## src/rtl/dacld_pkg.sv

```systemverilog
package dacld_pkg;

  localparam logic [2:0] OP_XFER    = 3'b110;
  localparam logic [2:0] OP_HI_HOLD = 3'b101;
  localparam logic [2:0] OP_HI_THRU = 3'b100;
  localparam logic [2:0] OP_LO_HOLD = 3'b011;
  localparam logic [2:0] OP_LO_THRU = 3'b010;

  typedef struct packed {
    logic stage_hi;
    logic stage_lo;
    logic out_hi;
    logic out_lo;
    logic xfer;
  } act_t;

  function automatic act_t decode_op(input logic [2:0] code);
    act_t a;
    a = '0;
    case (code)
      OP_XFER:    a.xfer = 1'b1;
      OP_HI_HOLD: a.stage_hi = 1'b1;
      OP_HI_THRU: begin a.stage_hi = 1'b1; a.out_hi = 1'b1; end
      OP_LO_HOLD: a.stage_lo = 1'b1;
      OP_LO_THRU: begin a.stage_lo = 1'b1; a.out_lo = 1'b1; end
      default:    a = '0;
    endcase
    return a;
  endfunction

  function automatic logic strobe_active(input logic wr_n, input logic sel_n);
    return !wr_n && !sel_n;
  endfunction

endpackage

```

## src/rtl/dacld_decode.sv

```systemverilog
module dacld_decode
  import dacld_pkg::*;
(
  input  logic [2:0] op,
  output act_t       act
);
  always_comb act = decode_op(op);
endmodule

```

## src/rtl/dacld_channel.sv

```systemverilog
module dacld_channel
  import dacld_pkg::*;
#(
  parameter int BYTE_W = 8,
  localparam int CODE_W = 2 * BYTE_W
) (
  input  logic              clk,
  input  logic              rst_n,
  input  logic              clear,
  input  logic              wr_n,
  input  logic              sel_n,
  input  act_t              act,
  input  logic [BYTE_W-1:0] bus_byte,
  output logic              wr_evt,
  output logic [CODE_W-1:0] stage_q,
  output logic [CODE_W-1:0] code_q
);

  assign wr_evt = strobe_active(wr_n, sel_n);

  always_ff @(posedge clk or negedge rst_n) begin
    if (!rst_n) begin
      stage_q <= '0;
      code_q  <= '0;
    end else if (clear) begin
      stage_q <= '0;
      code_q  <= '0;
    end else if (wr_evt) begin
      if (act.stage_hi) stage_q[CODE_W-1:BYTE_W] <= bus_byte;
      if (act.stage_lo) stage_q[BYTE_W-1:0]      <= bus_byte;
      if (act.out_hi)   code_q[CODE_W-1:BYTE_W]  <= bus_byte;
      if (act.out_lo)   code_q[BYTE_W-1:0]       <= bus_byte;
      if (act.xfer)     code_q                   <= stage_q;
    end
  end

endmodule

```

## src/rtl/dual_dac_loader.sv

```systemverilog
module dual_dac_loader
  import dacld_pkg::*;
#(
  parameter int CHANNELS = 2,
  parameter int BYTE_W   = 8,
  localparam int CODE_W  = 2 * BYTE_W
) (
  input  logic                           clk,
  input  logic                           rst_n,
  input  logic                           clear,
  input  logic [2:0]                     op,
  input  logic [BYTE_W-1:0]              bus_byte,
  input  logic [CHANNELS-1:0]            wr_n,
  input  logic [CHANNELS-1:0]            sel_n,
  output logic [CHANNELS-1:0][CODE_W-1:0] dac_code
);

  act_t                            act;
  logic [CHANNELS-1:0]             wr_evt;
  logic [CHANNELS-1:0][CODE_W-1:0] stage_word;

  dacld_decode u_dec (.op(op), .act(act));

  for (genvar g = 0; g < CHANNELS; g++) begin : g_ch
    dacld_channel #(.BYTE_W(BYTE_W)) u_ch (
      .clk      (clk),
      .rst_n    (rst_n),
      .clear    (clear),
      .wr_n     (wr_n[g]),
      .sel_n    (sel_n[g]),
      .act      (act),
      .bus_byte (bus_byte),
      .wr_evt   (wr_evt[g]),
      .stage_q  (stage_word[g]),
      .code_q   (dac_code[g])
    );
  end

endmodule

```

## config.mk

```make
export PLATFORM = sky130hd
export DESIGN_NAME = dual_dac_loader
export DESIGN_NICKNAME = d
export VERILOG_FILES = /design/src/rtl/dacld_pkg.sv /design/src/rtl/dacld_decode.sv /design/src/rtl/dacld_channel.sv /design/src/rtl/dual_dac_loader.sv
export SDC_FILE = /design/constraint.sdc
export NUM_CORES = 1
export LEC_CHECK = 0
export ABC_CLOCK_PERIOD_IN_PS = 2440
export CAP_MARGIN = 25
export CORE_MARGIN = 2
export CORE_UTILIZATION = 45
export DETAILED_ROUTE_END_ITERATION = 7
export PLACE_DENSITY_LB_ADDON = 0.2
export SYNTH_ARGS = -nofsm -noshare
export SYNTH_HDL_FRONTEND = slang
export SYNTH_SLANG_ARGS = --single-unit
```

## constraint.sdc

```tcl
create_clock -name clk -period 2.44 [get_ports clk]
set_clock_uncertainty 0.1 [all_clocks]
set_input_delay 0.244 -clock clk [delete_from_list [all_inputs] [get_ports clk]]
set_output_delay 0.244 -clock clk [all_outputs]
set_load 0.05 [all_outputs]
```

# Yosys cells after proc, flatten, opt, wreduce, memory -nomap -nowiden
# Index checks and enable logic that the tools add are counted.
# word_totals
reg_bits	64
input_bits	18
word_cells	54
# op_classes
eq_ne	5
muxes	19
n_reduce_logical	22
# ops
op	count
16-bit 2-to-1 mux	10
8-bit 2-to-1 mux	4
2-bit AND reduction	8
3-bit equality test (second input constant)	3
2-bit nonzero test	4
3-bit by 2-bit equality test with 1-bit output (second input constant)	2
3-bit nonzero test	2
1-bit 2-to-1 mux	5
1-bit zero test	4
2-bit OR reduction	2
1-bit logical AND	2

# Longest topological paths before layout
# Gate-level depths: netlist of the first run.
# depth
ltp_word	6
depth_mapped	5
ltp_nobuf	3

# By module
# From an unflattened synthesis of the first run, not the netlist that was laid out.
# hier_totals
cells_unflattened	277
hier_area_um2	3036.7
# by_module_without_submodules
module	instances	cells_each	area_each_um2	seq_area_each_um2
dacld_channel	2	136	1495.2	800.8
dacld_decode	1	5	46.3	0.0

# Worst setup path before layout of the first run
# OpenSTA, ideal clock, no wires.
# synth_timing
path_kind	input to register
start	input sel_n[1]
end	register g_ch[1].u_ch.stage_q[10]
setup_ns	0.136
t_arrival_ns	1.172
path_slack_ns	1.032
stages	5
n_path_buf	2
path_cell_list	buf_6 or4b_1 clkbuf_1 nand2_1 a21oi_1
# synth_via
elab_chain_cells	4
# synth_lines
element	line	source
start: declaration	dual_dac_loader.sv:14	input logic [CHANNELS-1:0] sel_n,
1-bit zero test	dacld_pkg.sv:32	return !wr_n && !sel_n;
1-bit logical AND	dacld_pkg.sv:32	
2-bit nonzero test (no source line)	n/a	
2-bit AND reduction (no source line)	n/a	
end signal: indexed assignment	dacld_channel.sv:29	if (act.stage_hi) stage_q[CODE_W-1:BYTE_W] <= bus_byte;
end signal: indexed assignment	dacld_channel.sv:30	if (act.stage_lo) stage_q[BYTE_W-1:0] <= bus_byte;
end: declaration	dacld_channel.sv:15	output logic [CODE_W-1:0] stage_q,
# Every way passes these cells.
# A chain may end at the register's enable or synchronous reset.

# Worst setup path in the final report of the first run
# layout_timing
start	register g_ch[0].u_ch.code_q[0]
end	output dac_code[0] (netlist bit)
# layout_lines
element	line	source
start: declaration	dacld_channel.sv:16	output logic [CODE_W-1:0] code_q
start signal: indexed assignment	dacld_channel.sv:31	if (act.out_hi) code_q[CODE_W-1:BYTE_W] <= bus_byte;
start signal: indexed assignment	dacld_channel.sv:32	if (act.out_lo) code_q[BYTE_W-1:0] <= bus_byte;
start signal: assignment	dacld_channel.sv:33	if (act.xfer) code_q <= stage_q;
end: declaration	dual_dac_loader.sv:15	output logic [CHANNELS-1:0][CODE_W-1:0] dac_code
# No word-level cell between the ends.

==> results of run 1 <==
==> kinds of logic (layout without fill, tap and decap cells) <==
kind of cell	Yosys count	after routing	share of synthesized area [%]
DFF	64	64	51.93
buffers and inverters	22	78	5.192
AOI/OAI and AO/OA	88	88	17.53
muxes	8	8	2.921
and+or+nand+nor	116	116	22.43
==> state kept, by name, summed over array words and instances (netlist names) <==
signal             flops
g_ch.u_ch.code_q      32
g_ch.u_ch.stage_q     32
==> metal layers <==
metal / vias to the layer above / global-route usage [%] / part of all wire, %
li1: 1144 / - / -
met3: 6 / 5.238 / 5.8
met5: - / 0 / 0
met4: 0 / 7.102 / 1.5
met2: 73 / 25.54 / 41
met1: 1081 / 31.05 / 51
==> cells in the mapped netlist <==
library cell  number
buf_4              4
dfrtp_1           64
a211oi_1          28
a211oi_2           4
nor2_4             1
nor4b_4            8
nand2_1           48
nor2b_1           24
or4b_1             3
nor2_1            28
mux2_2             7
buf_8              1
nor2_2             4
clkbuf_1           6
buf_6              6
buf_2              5
mux2_1             1
a21oi_1           56
==> through the flow <==
| stage | area [um^2] | hold slack (ps) | util, % |
|---|---|---|---|
| detailed placement | 3607 | 234.6 | 53.69 |
| floorplan | 3084 | -151.6 | - |
| CTS | 3871 | 284.5 | 57.62 |
| global route | 3871 | 320.2 | 57.62 |
| global placement | 3607 | 237.6 | 53.69 |
| finish | 3871 | 300.4 | 57.62 |
==> power by group <==
group / total, mW / switching [mW] / internal, mW
sequential: 1.12 / 0.0186 / 1.10
combinational: 0.348 / 0.220 / 0.128
clock: 1.15 / 0.418 / 0.733
==> path summary, 6_finish.rpt <==
path,start,depth (start not counted),end,slack (ps)
max,g_ch[0].u_ch.code_q[0],1,dac_code[0],560
min,clear,2,g_ch[1].u_ch.stage_q[13],300
max reg2reg,g_ch[0].u_ch.stage_q[12],2,g_ch[0].u_ch.code_q[12],1520
min reg2reg,g_ch[0].u_ch.stage_q[8],1,g_ch[0].u_ch.stage_q[8],400
max in group asynchronous,rst_n,3,g_ch[0].u_ch.code_q[3],1220
min in group asynchronous,rst_n,2,g_ch[1].u_ch.code_q[9],390
==> cells in the final DEF, fill, tap and decap left out <==
cell type        instances
nor2_2                   4
nor2b_1                 24
clkbuf_8                11
nand2_1                 48
nor4b_4                  8
dfrtp_1                 64
clkinvlp_4               1
dlygate4sd3_1            1
clkinv_2                 1
a21oi_1                 56
a211oi_1                28
buf_4                   11
a211oi_2                 4
clkdlybuf4s50_1         47
bufinv_16                3
nor2_1                  28
mux2_1                   1
mux2_2                   7
nor2_4                   1
buf_2                    2
or4b_1                   3
buf_12                   1
==> cell type report <==
class	instances	area (um^2)
Sequential cell	64	1602
Tap cell	80	100.1
Multi-Input combinational cell	212	1323
Clock buffer	11	151.4
Timing Repair Buffer	62	593.1
Fill cell	572	2848
Clock inverter	5	102.6
==> timing repair <==
item / in CTS / in global routing
setup buffers: 0 / 0
endpoints found under the hold margin: 30 / 0
hold buffers: 1 / 0
==> results.yml, run 1 <==
outcome:
  status: "finished clean"
global_routing:
  grt_pass1_wl_um: 11230
  grt_pass1_vias: 2146
  track_usage_pct: 19.69
  grt_antenna_before_repair: 0
  overflow: 0
  grt_start_max_net_pins: 40
die:
  io_pins: 50
  die_h_um: 86.79
  start_util_pct: 45.90
  fp-row-count: 30
  die_x_um: 86.79
  dieArea_um2: 7532
  core_area_um2: 6719
route:
  drtAntennaViolNets: 0
  num_vias: 2304
  drtIter0Drc: 168
  drc_errors: 0
  firstDrtPassIters: 4
  routed_wl_um: 6901
  avgViaCountPerCell: 5.309
  wl_per_cell_um: 15.90
clock_tree:
  cts_root_buffer: "clkbuf_8"
  cts_sinks: 64
  htreeDepth: 3
  cts_buffer_depth: 2
  cts_tree: "done"
  cts_resized: 0
  path_clk_slew_ps: 70
  clk-insertion-delay-late_ps: 340
  cts_buffers: 9
synth:
  yosys-top-cells-area: "dfrtp_1, a21oi_1, a211oi_1, nor4b_4, nand2_1"
  syn_area_um2: 3084
  ys_warn_count: 0
  synthesis.instances: 298
  ys_seq_area_share_pct: 51.93
  avgSynthCellArea_um2: 10.35
  yosys.area.top_type: "dfrtp_1"
  yosys_register_bits: 64
  syn_nets: 316
  synth_top_area_share_pct: 51.93
  synth_cell_type_count: 18
layout:
  synthToLayoutAreaGrowth_pct: 25.52
  layout-drive-gt1-share_pct: 15.25
  num-nets-final: 367
  antenna_cells: 0
  final_cells: 434
power_and_ir_drop:
  irDropWorstVdd_uv: 473.6
  p_per_area_nw_per_um2: 675.6
  leakage_nw: 1.554
  p_total_mw: 2.615
sta:
  rsz0062_at_grt: "false"
  finalCriticalPeriod_ps: 1879
  finalCritPeriodShare_pct: 77.00
  relSlewSlack_pct: 52.20
  worst_slew_pin_slew_ps: 717.0
  setup_violations: 0
  slew_viol_final: 0
  final-hold-violation-count: 0
  setup-tns-final_ps: 0
  layout_setup_ws_ps: 561.1
  fmax_mhz: 532.2
critical_path:
  path_delay_family: "buffers and inverters"
  crit_type: "reg2out"
  cp_slowest_cell: "clkdlybuf4s50_1"
  worstPathCellList: "clkdlybuf4s50_1"
  crit_buf_inv: 1
  arrival_ps: 1530
  cp_max_fo: 2
  max_stage_delay_ps: 810
  required_ps: 2100
  crit_path_start_kind: "flop"
  end_kind: "output pin"
min_path:
  hp-class: "in2reg"
placement:
  globalplace.congestion: 0.7066
  hpwl_um: 4657
  io_buffers: 49
  dpl.cell_count: 417
  pre_cts_ws_ps: 319.5
run:
  maxCapViolations: 0
Power figures use the tool's default switching activity.
==> inputs of run 2 (changes only) <==
--- a/config.mk
+++ b/config.mk
@@ -5,7 +5,7 @@
 export SDC_FILE = /design/constraint.sdc
 export NUM_CORES = 1
 export LEC_CHECK = 0
-export ABC_CLOCK_PERIOD_IN_PS = 2440
+export ABC_CLOCK_PERIOD_IN_PS = 1800
 export CAP_MARGIN = 25
 export CORE_MARGIN = 2
 export CORE_UTILIZATION = 45
==> constraint.sdc (replaced) <==
create_clock -name clk -period 1.8 [get_ports clk]
set_clock_uncertainty 0.1 [all_clocks]
set_input_delay 0.18 -clock clk [delete_from_list [all_inputs] [get_ports clk]]
set_output_delay 0.18 -clock clk [all_outputs]
set_load 0.05 [all_outputs]
==> results.yml, run 2 (same netlist as run 1, synthesis figures left out) <==
critical_path:
  endpoint: "g_ch[0].u_ch.stage_q[8]"
  worstSetupStartpoint: "op[1]"
  r2r.worst_path.cells: 2
  cp_max_fo: 9
  r2r_end: "g_ch[0].u_ch.code_q[2]"
  crit_type: "in2reg"
  reg2reg_from: "g_ch[0].u_ch.stage_q[2]"
  cp_slowest_cell: "clkdlybuf4s50_1"
  reg2reg_slack_ps: 870
  crit_path_start_kind: "input pin"
  required_ps: 1930
  worstPathCellList: "clkdlybuf4s50_1 -> buf_4 -> nor4b_4 -> nor2_4 -> mux2_1"
  max_stage_delay_ps: 560
  arrival_ps: 1710
  end_kind: "flop"
sta:
  layout_setup_ws_ps: 211.7
  finalCriticalPeriod_ps: 1588
  final-hold-violation-count: 0
  relSlewSlack_pct: 66.45
  slew_viol_final: 0
  fmax_mhz: 629.6
  setup_violations: 0
  rsz0062_at_grt: "false"
  worst_slew_pin_slew_ps: 502.4
  finalCritPeriodShare_pct: 88.24
route:
  wl_per_cell_um: 15.76
  routed_wl_um: 7094
  firstDrtPassIters: 4
  drtIter0Drc: 204
  drc_errors: 0
  drtAntennaViolNets: 0
  num_vias: 2396
  avgViaCountPerCell: 5.324
placement:
  pre_cts_ws_ps: -142.4
  io_buffers: 49
  hpwl_um: 4801
  globalplace.congestion: 0.7425
layout:
  antenna_cells: 0
  final_common_cell: "dfrtp_1"
  nFillCells: 587
  reg_top3: "g_ch.u_ch.code_q (32), g_ch.u_ch.stage_q (32)"
  num-nets-final: 383
  layout-drive-gt1-share_pct: 25.68
  synthToLayoutAreaGrowth_pct: 27.34
  most-common-layout-cells: "dfrtp_1, a21oi_1, buf_4, nand2_1"
clock_tree:
  post_cts_buffers: 0
  cts_buffers: 9
  cts_sinks: 64
  clk-insertion-delay-late_ps: 340
  path_clk_slew_ps: 70
  htreeDepth: 3
  cts_buffer_depth: 2
  cts_root_buffer: "clkbuf_8"
  cts_tree: "done"
outcome:
  status: "finished clean"
global_routing:
  grt_antenna_before_repair: 0
  grt_start_max_net_pins: 65
  overflow: 0
  grt_pass1_vias: 2262
  grt_pass1_wl_um: 11580
  track_usage_pct: 20.29
power_and_ir_drop:
  leakage_nw: 1.750
  p_total_mw: 3.265
  irDropWorstVdd_uv: 472.4
  p_per_area_nw_per_um2: 831.4
die:
  fp-row-count: 30
  dieArea_um2: 7532
  core_area_um2: 6719
  start_util_pct: 45.90
  die_h_um: 86.79
  die_x_um: 86.79
  io_pins: 50
min_path:
  hp-class: "in2reg"
  holdPathStages: 2
run:
  maxCapViolations: 0
run 2: changes by cell type in the layout (fill, tap and decap cells not counted), sizes merged:
cell	change
buf	+43
bufinv	-2
clkbuf	+2
clkdlybuf4s50	-32
clkinv	+1
clkinvlp	-1
dlygate4sd2	+1
dlymetal6s2s	+4
run 2: cell type report:
cell class              count  area [um^2]  share of cell area (%)
flip-flops and latches     64         1602                   40.78
repair buffers             78        704.4                   17.94
well taps                  80        100.1                   2.549
clock inverters             3        40.04                   1.019
clock buffers              13        158.9                   4.046
multi-input cells         212         1323                   33.67
run 2: critical path, delay by kind of cell:
| family | cells | cell delay (ps) |
|---|---|---|
| mux | 1 | 320 |
| simple gates | 2 | 420 |
| buf+inv | 2 | 790 |
run 2: metal layers:
layer  vias to the layer above  global-route usage, %  part of all wire, %
met5                         -                      0                    0
met4                         0                  12.07                  3.4
met2                        74                  26.51                   41
met1                      1126                  30.82                   51
met3                        17                  3.810                  5.0
li1                       1179                      -                    -
run 2: metrics by stage:
stage / hold WS (ps) / cell area [um^2] / util, % / cells / setup TNS (ps)
finish: 84.96 / 3928 / 58.45 / 450 / 0
global route: 109.3 / 3928 / 58.45 / 450 / 0
CTS: 72.39 / 3918 / 58.31 / 450 / 0
detailed placement: 121.7 / 3710 / 55.21 / 433 / -3800
global placement: 123.2 / 3710 / 55.21 / 433 / -3171
floorplan: -215.6 / 3084 / - / 298 / 0
run 2: worst min path at each step:
stage	start	endpoint
5_1_grt	clear	g_ch[1].u_ch.stage_q[14]
2_1_floorplan	rst_n	g_ch[0].u_ch.code_q[0]
3_3_place_gp	rst_n	g_ch[1].u_ch.code_q[8]
6_report	clear	g_ch[1].u_ch.stage_q[8]
4_1_cts	clear	g_ch[1].u_ch.stage_q[8]
3_5_place_dp	rst_n	g_ch[1].u_ch.code_q[9]
run 2: what timing repair did:
item | in CTS | in global routing
gates resized for setup | 1 | 4
setup endpoints to repair | 1 | 4
endpoints found under the hold margin | 64 | 0
hold buffers | 1 | 0
run 2: report_power, final:
group / switching [mW] / total [mW] / internal (mW)
clock network: 0.542 / 1.25 / 0.712
logic: 0.306 / 0.497 / 0.191
registers: 0.0258 / 1.51 / 1.49
